File: config.mk
export PLATFORM = sky130hd
export DESIGN_NAME = twowire_reg_slave
export DESIGN_NICKNAME = d
export VERILOG_FILES = /design/src/rtl/tw_pkg.sv /design/src/rtl/tw_line_sync.sv /design/src/rtl/tw_byte_engine.sv /design/src/rtl/tw_space_map.sv /design/src/rtl/twowire_reg_slave.sv
export SDC_FILE = /design/constraint.sdc
export NUM_CORES = 1
export LEC_CHECK = 0
export ABC_AREA = 1
export BUFFER_PORTS_ARGS = -buffer_cell sky130_fd_sc_hd__buf_2
export CAP_MARGIN = 20
export CORE_AREA = 2 2 94 96
export DETAILED_ROUTE_END_ITERATION = 10
export DIE_AREA = 0 0 96 98
export HOLD_SLACK_MARGIN = 0.05
export PLACE_DENSITY = 0.72
export SLEW_MARGIN = 15
export SYNTH_ARGS = -nofsm -noshare
export SYNTH_HDL_FRONTEND = slang
export SYNTH_HIERARCHICAL = 1
export SYNTH_SLANG_ARGS = --single-unit
File: constraint.sdc
create_clock -name clk -period 4.35 [get_ports clk]
set_clock_uncertainty 0.2 [all_clocks]
set_input_delay 0.87 -clock clk [delete_from_list [all_inputs] [get_ports clk]]
set_output_delay 0.87 -clock clk [all_outputs]
set_load 0.005 [all_outputs]
File: src/rtl/tw_pkg.sv
`timescale 1ns/1ps
package tw_pkg;

  typedef enum logic [3:0] {
    ST_IDLE,
    ST_DEVA,
    ST_DACK,
    ST_RXB,
    ST_RACK,
    ST_FETCH,
    ST_LOAD,
    ST_TXB,
    ST_TACK,
    ST_SKIP
  } tw_state_e;

  typedef enum logic [2:0] {
    RG_NONE,
    RG_REG,
    RG_LPLO,
    RG_LPHI,
    RG_LOG
  } tw_region_e;

endpackage

File: src/rtl/tw_line_sync.sv
`timescale 1ns/1ps
module tw_line_sync #(
  parameter int STAGES = 2
) (
  input  logic clk,
  input  logic rst_n,
  input  logic scl_i,
  input  logic sda_i,
  output logic scl_s,
  output logic sda_s,
  output logic start_p,
  output logic stop_p
);
  logic [STAGES-1:0] scl_ff;
  logic [STAGES-1:0] sda_ff;
  logic scl_d, sda_d;

  // resynchronisation chain, one stage per generate step
  for (genvar g = 0; g < STAGES; g++) begin : g_stage
    if (g == 0) begin : g_first
      always_ff @(posedge clk or negedge rst_n) begin
        if (!rst_n) begin
          scl_ff[0] <= 1'b1;
          sda_ff[0] <= 1'b1;
        end else begin
          scl_ff[0] <= scl_i;
          sda_ff[0] <= sda_i;
        end
      end
    end else begin : g_next
      always_ff @(posedge clk or negedge rst_n) begin
        if (!rst_n) begin
          scl_ff[g] <= 1'b1;
          sda_ff[g] <= 1'b1;
        end else begin
          scl_ff[g] <= scl_ff[g-1];
          sda_ff[g] <= sda_ff[g-1];
        end
      end
    end
  end

  assign scl_s = scl_ff[STAGES-1];
  assign sda_s = sda_ff[STAGES-1];

  always_ff @(posedge clk or negedge rst_n) begin
    if (!rst_n) begin
      scl_d <= 1'b1;
      sda_d <= 1'b1;
    end else begin
      scl_d <= scl_s;
      sda_d <= sda_s;
    end
  end

  assign start_p = scl_s & scl_d & sda_d & ~sda_s;
  assign stop_p  = scl_s & scl_d & ~sda_d & sda_s;
endmodule

File: src/rtl/tw_byte_engine.sv
`timescale 1ns/1ps
module tw_byte_engine
  import tw_pkg::*;
#(
  parameter logic [6:0] DEV_ADDR = 7'h52,
  parameter int         PTR_W    = 8
) (
  input  logic             clk,
  input  logic             rst_n,
  input  logic             scl_s,
  input  logic             sda_s,
  input  logic             start_p,
  input  logic             stop_p,
  input  logic [7:0]       rdata,
  output logic             drive_low,
  output logic             acc_wr,
  output logic             acc_rd,
  output logic [PTR_W-1:0] acc_ptr,
  output logic [7:0]       acc_wdata
);
  tw_state_e        state;
  logic [3:0]       bitcnt;
  logic [7:0]       shreg;
  logic [7:0]       wdata_q;
  logic [PTR_W-1:0] ptr;
  logic             first_q, rw_q, nack_q, wr_q, drive_q, scl_q;
  logic             scl_rise, scl_fall;

  assign scl_rise = scl_s & ~scl_q;
  assign scl_fall = ~scl_s & scl_q;

  always_ff @(posedge clk or negedge rst_n) begin
    if (!rst_n) begin
      state   <= ST_IDLE;
      bitcnt  <= '0;
      shreg   <= '0;
      wdata_q <= '0;
      ptr     <= '0;
      first_q <= 1'b0;
      rw_q    <= 1'b0;
      nack_q  <= 1'b0;
      wr_q    <= 1'b0;
      drive_q <= 1'b0;
      scl_q   <= 1'b1;
    end else begin
      scl_q <= scl_s;
      wr_q  <= 1'b0;
      if (wr_q) ptr <= ptr + 1'b1;
      if (start_p) begin
        state   <= ST_DEVA;
        bitcnt  <= '0;
        drive_q <= 1'b0;
      end else if (stop_p) begin
        state   <= ST_IDLE;
        drive_q <= 1'b0;
      end else begin
        unique case (state)
          ST_DEVA: begin
            if (scl_rise) begin
              shreg  <= {shreg[6:0], sda_s};
              bitcnt <= bitcnt + 1'b1;
            end else if (scl_fall && bitcnt == 4'd8) begin
              if (shreg[7:1] == DEV_ADDR) begin
                drive_q <= 1'b1;
                rw_q    <= shreg[0];
                state   <= ST_DACK;
              end else begin
                state <= ST_SKIP;
              end
            end
          end
          ST_DACK: begin
            if (scl_fall) begin
              drive_q <= 1'b0;
              bitcnt  <= '0;
              if (rw_q) begin
                state <= ST_FETCH;
              end else begin
                state   <= ST_RXB;
                first_q <= 1'b1;
              end
            end
          end
          ST_RXB: begin
            if (scl_rise) begin
              shreg  <= {shreg[6:0], sda_s};
              bitcnt <= bitcnt + 1'b1;
            end else if (scl_fall && bitcnt == 4'd8) begin
              drive_q <= 1'b1;
              state   <= ST_RACK;
              if (first_q) begin
                ptr     <= shreg[PTR_W-1:0];
                first_q <= 1'b0;
              end else begin
                wr_q    <= 1'b1;
                wdata_q <= shreg;
              end
            end
          end
          ST_RACK: begin
            if (scl_fall) begin
              drive_q <= 1'b0;
              bitcnt  <= '0;
              state   <= ST_RXB;
            end
          end
          ST_FETCH: state <= ST_LOAD;
          ST_LOAD: begin
            shreg   <= rdata;
            drive_q <= ~rdata[7];
            bitcnt  <= '0;
            ptr     <= ptr + 1'b1;
            state   <= ST_TXB;
          end
          ST_TXB: begin
            if (scl_fall) begin
              if (bitcnt == 4'd7) begin
                drive_q <= 1'b0;
                state   <= ST_TACK;
              end else begin
                drive_q <= ~shreg[6];
                shreg   <= {shreg[6:0], 1'b0};
                bitcnt  <= bitcnt + 1'b1;
              end
            end
          end
          ST_TACK: begin
            if (scl_rise) begin
              nack_q <= sda_s;
            end else if (scl_fall) begin
              state <= nack_q ? ST_SKIP : ST_FETCH;
            end
          end
          default: ;
        endcase
      end
    end
  end

  assign drive_low = drive_q;
  assign acc_wr    = wr_q;
  assign acc_rd    = (state == ST_FETCH);
  assign acc_ptr   = ptr;
  assign acc_wdata = wdata_q;
endmodule

File: src/rtl/tw_space_map.sv
`timescale 1ns/1ps
module tw_space_map
  import tw_pkg::*;
#(
  parameter int         PTR_W     = 8,
  parameter int         REG_DEPTH = 48,
  parameter int         LOG_AW    = 11,
  parameter logic [7:0] WIN_BASE  = 8'h41
) (
  input  logic              clk,
  input  logic              rst_n,
  input  logic              acc_wr,
  input  logic              acc_rd,
  input  logic [PTR_W-1:0]  acc_ptr,
  input  logic [7:0]        acc_wdata,
  output logic [7:0]        acc_rdata,
  output logic              reg_we,
  output logic              reg_re,
  output logic [$clog2(REG_DEPTH)-1:0] reg_addr,
  output logic [7:0]        reg_wdata,
  input  logic [7:0]        reg_rdata,
  output logic              log_we,
  output logic              log_re,
  output logic [LOG_AW-1:0] log_addr,
  output logic [7:0]        log_wdata,
  input  logic [7:0]        log_rdata
);
  localparam int RAW  = $clog2(REG_DEPTH);
  localparam int HI_W = LOG_AW - 8;

  tw_region_e        region, sel_q;
  logic [LOG_AW-1:0] lp_q;
  logic [7:0]        idx_byte_q;
  logic [7:0]        lo_byte, hi_byte;

  always_comb begin
    if (int'(acc_ptr) < REG_DEPTH)          region = RG_REG;
    else if (acc_ptr == PTR_W'(WIN_BASE))    region = RG_LPLO;
    else if (acc_ptr == PTR_W'(WIN_BASE+1))  region = RG_LPHI;
    else if (acc_ptr == PTR_W'(WIN_BASE+2))  region = RG_LOG;
    else                                     region = RG_NONE;
  end

  assign lo_byte = lp_q[7:0];
  assign hi_byte = {{(8-HI_W){1'b0}}, lp_q[LOG_AW-1:8]};

  always_ff @(posedge clk or negedge rst_n) begin
    if (!rst_n) begin
      lp_q       <= '0;
      sel_q      <= RG_NONE;
      idx_byte_q <= '0;
    end else begin
      if (acc_rd) begin
        sel_q      <= region;
        idx_byte_q <= (region == RG_LPHI) ? hi_byte : lo_byte;
      end
      if (acc_wr && region == RG_LPLO) lp_q[7:0] <= acc_wdata;
      if (acc_wr && region == RG_LPHI) lp_q[LOG_AW-1:8] <= acc_wdata[HI_W-1:0];
      if ((acc_wr || acc_rd) && region == RG_LOG) lp_q <= lp_q + 1'b1;
    end
  end

  always_comb begin
    unique case (sel_q)
      RG_REG:           acc_rdata = reg_rdata;
      RG_LOG:           acc_rdata = log_rdata;
      RG_LPLO, RG_LPHI: acc_rdata = idx_byte_q;
      default:          acc_rdata = 8'h00;
    endcase
  end

  assign reg_we    = acc_wr && region == RG_REG;
  assign reg_re    = acc_rd && region == RG_REG;
  assign reg_addr  = acc_ptr[RAW-1:0];
  assign reg_wdata = acc_wdata;
  assign log_we    = acc_wr && region == RG_LOG;
  assign log_re    = acc_rd && region == RG_LOG;
  assign log_addr  = lp_q;
  assign log_wdata = acc_wdata;
endmodule

File: src/rtl/twowire_reg_slave.sv
`timescale 1ns/1ps
module twowire_reg_slave #(
  parameter logic [6:0] DEV_ADDR    = 7'h52,
  parameter int         SYNC_STAGES = 2,
  parameter int         REG_DEPTH   = 48,
  parameter int         LOG_AW      = 11
) (
  input  logic              clk,
  input  logic              rst_n,
  input  logic              scl_i,
  input  logic              sda_i,
  output logic              sda_drive_low,
  output logic              reg_we,
  output logic              reg_re,
  output logic [5:0]        reg_addr,
  output logic [7:0]        reg_wdata,
  input  logic [7:0]        reg_rdata,
  output logic              log_we,
  output logic              log_re,
  output logic [10:0]       log_addr,
  output logic [7:0]        log_wdata,
  input  logic [7:0]        log_rdata
);
  localparam int PTR_W = 8;

  logic             scl_s, sda_s, start_p, stop_p;
  logic             acc_wr, acc_rd;
  logic [PTR_W-1:0] acc_ptr;
  logic [7:0]       acc_wdata, acc_rdata;

  tw_line_sync #(.STAGES(SYNC_STAGES)) u_sync (
    .clk(clk), .rst_n(rst_n), .scl_i(scl_i), .sda_i(sda_i),
    .scl_s(scl_s), .sda_s(sda_s), .start_p(start_p), .stop_p(stop_p)
  );

  tw_byte_engine #(.DEV_ADDR(DEV_ADDR), .PTR_W(PTR_W)) u_eng (
    .clk(clk), .rst_n(rst_n), .scl_s(scl_s), .sda_s(sda_s),
    .start_p(start_p), .stop_p(stop_p), .rdata(acc_rdata),
    .drive_low(sda_drive_low), .acc_wr(acc_wr), .acc_rd(acc_rd),
    .acc_ptr(acc_ptr), .acc_wdata(acc_wdata)
  );

  tw_space_map #(.PTR_W(PTR_W), .REG_DEPTH(REG_DEPTH), .LOG_AW(LOG_AW)) u_map (
    .clk(clk), .rst_n(rst_n), .acc_wr(acc_wr), .acc_rd(acc_rd),
    .acc_ptr(acc_ptr), .acc_wdata(acc_wdata), .acc_rdata(acc_rdata),
    .reg_we(reg_we), .reg_re(reg_re), .reg_addr(reg_addr),
    .reg_wdata(reg_wdata), .reg_rdata(reg_rdata),
    .log_we(log_we), .log_re(log_re), .log_addr(log_addr),
    .log_wdata(log_wdata), .log_rdata(log_rdata)
  );
endmodule

Word level (Yosys, flattened, before mapping)
Index checks and enable logic that the tools add are counted.
{"block": "word_totals", "reg_bits": 65, "input_bits": 20, "output_inout_bits": 38, "wordCells": 179}
{"block": "op_classes", "addsub": 3, "n_lt_le_gt_ge": 1, "n_eq_ne": 46, "muxes": 65, "bitwise": 17, "n_reduce_logical": 27}
{"op": "two-way mux 8 bit", "n": 11}
{"op": "two-way mux 4 bit", "n": 20}
{"op": "one-hot mux 8 bit (3 select lines)", "n": 2}
{"op": "!= test 4 x 3 -> 1 bit (second input constant)", "n": 8}
{"op": "one-hot mux 4 bit (8 select lines)", "n": 1}
{"op": "equality test 8 x 7 -> 1 bit (second input constant)", "n": 3}
{"op": "AND reduction 6 bit", "n": 4}
{"op": "equality test 4 x 3 -> 1 bit (second input constant)", "n": 5}
{"op": "two-way mux 1 bit", "n": 20}
{"op": "two-way mux 3 bit", "n": 6}
{"op": "one-hot mux 4 bit (4 select lines)", "n": 1}
{"op": "one-hot mux 8 bit (2 select lines)", "n": 1}
{"op": "equality test 3 x 2 -> 1 bit (second input constant)", "n": 4}
{"op": "!= test 4 bit (second input constant)", "n": 3}
{"op": "adder 11 x 1 -> 11 bit (second input constant)", "n": 1}
{"op": "two-way mux 11 bit", "n": 1}
{"op": "AND reduction 11 bit", "n": 1}
{"op": "inverter 1 bit", "n": 10}
{"op": "nonzero test 10 bit", "n": 1}
{"op": "adder 8 x 1 -> 8 bit (second input constant)", "n": 1}
{"op": "equality test 4 x 2 -> 1 bit (second input constant)", "n": 2}
{"op": "equality test 4 bit (second input constant)", "n": 2}
{"op": "logical AND 1 bit", "n": 8}
{"op": "less-than comparator 8 x 6 -> 1 bit (second input constant)", "n": 1}
{"op": "23 further kinds", "n": 42}

Depth between registers and ports, before layout
{"block": "logic_depth", "word_depth": 9, "mapped_depth": 13, "mapped_depth_nobuf": 12}

Hierarchy
The synthesis kept the hierarchy.
{"module": "tw_byte_engine", "instances": 1, "cells_each": 360, "area_each_um2": 2546.2, "seq_area_each_um2": 952.2}
{"module": "tw_space_map", "instances": 1, "cells_each": 280, "area_each_um2": 1799.2, "seq_area_each_um2": 550.5}
{"module": "tw_line_sync", "instances": 1, "cells_each": 13, "area_each_um2": 183.9, "seq_area_each_um2": 157.7}

Worst setup path after synthesis
No wires, ideal clock.
{"block": "synth_path", "path_kind": "flip-flop to output port", "from": "register u_eng.state[1]", "to": "output port reg_re", "arrival_time_ns": 1.108, "t_required_ns": 3.280, "slack_ns": 2.172, "stages_incl_launch_ff": 9, "path_buffers": 1, "path_cell_list": "dfrtp_1 inv_2 nand2_1 inv_1 nand2_1 inv_1 buf_4 inv_1 nor2_1"}
{"block": "synth_between", "elab_chain_cells": 2}
{"item": "start: declaration", "line_no": "tw_byte_engine.sv:21", "source": "tw_state_e state;"}
{"item": "start signal: assignment", "line_no": "tw_byte_engine.sv:131", "source": "state <= nack_q ? ST_SKIP : ST_FETCH;"}
{"item": "equality test 4 x 3 -> 1 bit", "line_no": "tw_byte_engine.sv:142", "source": "assign acc_rd = (state == ST_FETCH);"}
{"item": "net acc_rd", "line_no": "twowire_reg_slave.sv:27", "source": "logic acc_wr, acc_rd;"}
{"item": "logical AND 1 bit", "line_no": "tw_space_map.sv:73", "source": "assign reg_re = acc_rd && region == RG_REG;"}
{"item": "end: declaration", "line_no": "twowire_reg_slave.sv:14", "source": "output logic reg_re,"}
The timed path passes the listed nets, and every way through them passes these cells.

Final worst setup path
Same ends and word-level chain as after synthesis.

==> metrics.txt <==
# TYPE chip_impl_metric gauge
chip_impl_info{name="result_of_the_run",value="complete, no violations"} 1
chip_impl_metric{name="drc",unit=""} 0
chip_impl_metric{name="worst_setup_hold_path_clk_slew",unit="ns"} 0.06
chip_impl_metric{name="critical_path.max_stage_delay",unit="ns"} 0.46
chip_impl_metric{name="io_pins",unit=""} 58
chip_impl_metric{name="ant_nets",unit=""} 0
chip_impl_metric{name="timing.critical_path.fanout_max",unit=""} 19
chip_impl_metric{name="initial_utilization",unit=""} 0.5350
chip_impl_metric{name="cts_max_level",unit=""} 3
chip_impl_metric{name="multi_input_area",unit="um2"} 2267
chip_impl_metric{name="clock_path_buffers",unit=""} 2
chip_impl_metric{name="maxClockFrequency",unit="MHz"} 324.6
chip_impl_metric{name="aggregate_global_routing_overflow",unit=""} 0
chip_impl_metric{name="routed_wl",unit="um"} 11240
chip_impl_metric{name="postCtsResizedCells",unit=""} 0
chip_impl_metric{name="min_path_cells",unit=""} 0
chip_impl_info{name="end_kind",value="primary output"} 1
chip_impl_metric{name="globalplace.congestion",unit=""} 0.9220
chip_impl_metric{name="vdd_drop_max",unit="uV"} 299.2
chip_impl_metric{name="die_outline_area",unit="um2"} 9408
chip_impl_metric{name="numCtsBuffers",unit=""} 9
chip_impl_metric{name="timing.slew.headroom",unit=""} 0.4917
chip_impl_metric{name="synthesis.instances",unit=""} 653
chip_impl_metric{name="area_growth",unit="%"} 8.453
chip_impl_metric{name="summed_negative_setup_slack_over_all_endpoints",unit="ns"} 0
chip_impl_metric{name="ys.warnings.count",unit=""} 6
chip_impl_metric{name="grt_start_max_net_pins",unit=""} 35
chip_impl_info{name="cts_root_buffer",value="sky130_fd_sc_hd__clkbuf_8"} 1
chip_impl_metric{name="antenna-diode-count",unit=""} 0
chip_impl_info{name="synthTopCellsByCount",value="194 x sky130_fd_sc_hd__nand2_1, 83 x sky130_fd_sc_hd__inv_1, 62 x sky130_fd_sc_hd__nand3_1"} 1
chip_impl_metric{name="average_detailed_routed_wire_length_per_instance",unit="um"} 14.03
chip_impl_metric{name="chipHeight",unit="um"} 98
chip_impl_info{name="worst_r2r_startpoint",value="u_eng/state[1]$_DFFE_PN0P_"} 1
chip_impl_info{name="whs_endpoint",value="u_sync/scl_s$_DFF_PN1_"} 1
chip_impl_info{name="synth_top_cell_by_area",value="sky130_fd_sc_hd__dfrtp_1"} 1
chip_impl_metric{name="clk-insertion-delay-late",unit="ns"} 0.35
chip_impl_metric{name="async_flop_share",unit=""} 1.000
chip_impl_metric{name="final.min_clock_period",unit="ns"} 3.081
chip_impl_info{name="holdCritStartpoint",value="u_sync/scl_ff[0]$_DFF_PN1_"} 1
chip_impl_info{name="r2r_end",value="u_map/log_addr[3]$_DFFE_PN0P_"} 1
chip_impl_info{name="crit_path_frequent_cell",value="sky130_fd_sc_hd__inv_1"} 1
chip_impl_metric{name="nNetsFinal",unit=""} 712
chip_impl_info{name="cell_with_the_largest_stage_delay_on_the_worst_path",value="sky130_fd_sc_hd__dfrtp_1"} 1
chip_impl_metric{name="nFillCells",unit=""} 809
chip_impl_metric{name="wire_length_of_the_first_global_routing_pass",unit="um"} 18160
chip_impl_metric{name="core_region_area",unit="um2"} 8466
chip_impl_metric{name="count_of_final_max_slew_check_failures",unit=""} 0
chip_impl_metric{name="synth.lib_cells_used.distinct",unit=""} 38
chip_impl_metric{name="synth_edf_count",unit=""} 0
chip_impl_metric{name="register_area",unit="um2"} 1660
chip_impl_metric{name="synth_seq_cells",unit=""} 66
chip_impl_metric{name="setup_slack",unit="ns"} 1.269
chip_impl_metric{name="seq_total_area_yosys",unit=""} 0.3666
chip_impl_metric{name="max_cap_viol_count",unit=""} 0
chip_impl_metric{name="finalCritPeriodShare",unit=""} 0.7083
chip_impl_metric{name="timing.reg2reg.setup_slack",unit="ns"} 1.99
chip_impl_metric{name="critical_path_required",unit="ns"} 3.28
chip_impl_metric{name="initialDrtViolationCount",unit=""} 301
chip_impl_metric{name="critical_path_arrival",unit="ns"} 2.01
chip_impl_metric{name="dpl_worst_slack",unit="ns"} 1.631
chip_impl_metric{name="via_per_inst",unit=""} 5.256
chip_impl_metric{name="worst-slew-pin-transition",unit="ns"} 0.7625
chip_impl_metric{name="synth.top_cell.area_share",unit=""} 0.3260
chip_impl_metric{name="cts.sink_count",unit=""} 66
chip_impl_metric{name="power-per-cell-area",unit="nW/um2"} 423.3
chip_impl_info{name="rsz0062_at_grt",value="no"} 1
chip_impl_metric{name="static_leakage",unit="nW"} 2.585
chip_impl_metric{name="timing_hold_violations_final",unit=""} 0
chip_impl_info{name="timing.hold.worst.class",value="register to register"} 1
chip_impl_metric{name="syn-num-nets",unit=""} 677
chip_impl_metric{name="number_of_global_route_vias_before_repair",unit=""} 3802
chip_impl_info{name="ys_top_cells_by_area",value="sky130_fd_sc_hd__dfrtp_1 33%, sky130_fd_sc_hd__nand2_1 16%, sky130_fd_sc_hd__inv_1 6.9%"} 1
chip_impl_metric{name="std_cell_rows",unit=""} 34
chip_impl_metric{name="numPortBuffers",unit=""} 57
chip_impl_metric{name="initial_antenna_violation_count",unit=""} 0
chip_impl_info{name="criticalPathCategory",value="register to primary output"} 1
chip_impl_info{name="crit_chain",value="inv_2 -> nand2_1 -> inv_1 -> nand2_1 -> inv_1 -> inv_1 -> nor2_1 -> buf_2"} 1
chip_impl_metric{name="synth_area_per_cell",unit="um2"} 6.936
chip_impl_metric{name="setup_viol_count_final",unit=""} 0
chip_impl_metric{name="r2r_cells",unit=""} 12
chip_impl_metric{name="netlist_area_before_placement",unit="um2"} 4529
chip_impl_metric{name="layout.core_utilization",unit=""} 0.5803
chip_impl_metric{name="vias",unit=""} 4210
chip_impl_info{name="startpoint_type",value="register"} 1
chip_impl_metric{name="ctsHoldBuffers",unit=""} 0
chip_impl_info{name="post-synth-top-count-cell",value="sky130_fd_sc_hd__nand2_1"} 1
chip_impl_metric{name="power.total",unit="mW"} 2.079
chip_impl_metric{name="drt_pass1_iterations",unit=""} 5
chip_impl_metric{name="post-dp-hpwl",unit="um"} 8537
chip_impl_info{name="ys_dominant_reg_cell",value="sky130_fd_sc_hd__dfrtp_1"} 1
chip_impl_metric{name="cts_setup_buffers",unit=""} 0
chip_impl_metric{name="drive_gt1_frac",unit=""} 0.1905
chip_impl_info{name="tritoncts_clock_tree",value="yes"} 1
chip_impl_metric{name="grt_util_all_layers",unit=""} 0.2475
chip_impl_metric{name="die_x",unit="um"} 96
## placed cells by master (no fill, tap or decap), drive strengths merged, types with 12 or more instances in the layout
master	count
inv	92
dfrtp	59
nor2	71
nand2	205
nand3	69
buf	59
o21ai	48
clkbuf	14
nand4	12
o211ai	23
## where the power goes
group          switching [mW]  total (mW)  internal [mW]
combinational           0.509       0.760          0.250
clock                   0.229       0.526          0.297
sequential             0.0916       0.794          0.702
## critical path, delay by kind of cell (launching register included)
kind / cells / cell delay, ns
buf+inv: 5 / 0.91
flops: 1 / 0.46
simple gates: 3 / 0.32
## flip-flops by register name, summed over array words and instances (netlist names), 3 cells and up
name / count
u_map/log_addr: 11
u_eng/acc_ptr: 8
u_eng/acc_wdata: 8
u_eng/shreg: 8
u_map/idx_byte_q: 8
u_eng/bitcnt: 4
u_eng/state: 4
u_map/sel_q: 3
## layer usage
| layer | GRT usage | part of all wire | vias to the layer above |
|---|---|---|---|
| met5 | 0 | 0 | - |
| met4 | 0.08901 | 0.019 | 0 |
| met3 | 0.04321 | 0.048 | 20 |
| met2 | 0.4135 | 0.49 | 121 |
| met1 | 0.3183 | 0.45 | 1930 |
| li1 | - | - | 2139 |
## through the flow
| step | instances | hold WS (ns) | cell area [um2] |
|---|---|---|---|
| 3_5_place_dp | 785 | 0.1491 | 4712 |
| 3_3_place_gp | 785 | 0.1463 | 4712 |
| 6_report | 801 | 0.1569 | 4912 |
| 4_1_cts | 801 | 0.1592 | 4912 |
| 5_1_grt | 801 | 0.1602 | 4912 |
| 2_1_floorplan | 653 | 0.1452 | 4529 |
## worst max-delay path by stage
stage | startpoint | to | slack (ns) | depth (start not counted)
floorplan | u_eng/state[1]$_DFFE_PN0P_ | reg_re | 2.17 | 8
global placement | u_eng/state[1]$_DFFE_PN0P_ | reg_re | 1.69 | 8
detailed placement | u_eng/state[1]$_DFFE_PN0P_ | reg_re | 1.63 | 8
CTS | u_eng/state[1]$_DFFE_PN0P_ | reg_re | 1.25 | 8
global route | u_eng/state[1]$_DFFE_PN0P_ | reg_re | 1.00 | 8
finish | u_eng/state[1]$_DFFE_PN0P_ | reg_re | 1.27 | 8
## cell type report
cell class	count	share of cell area
clock buffers	14	0.03311
repair buffers	59	0.06113
multi-input cells	459	0.4615
inverters	93	0.07106
flip-flops and latches	66	0.3380
well taps	108	0.02751
clock inverters	2	0.007641
## kinds of logic (layout without fill, tap and decap cells)
family,count (synthesis),after routing,share of synthesized area
AOI/OAI and AO/OA,85,85,0.1152
buffers and inverters,128,168,0.1329
xor gates and xnor gates,3,3,0.005802
adders and majority gates,4,4,0.01105
and+or+nand+nor,367,367,0.3685
DFF,66,66,0.3666
Power figures use the tool's default switching activity.
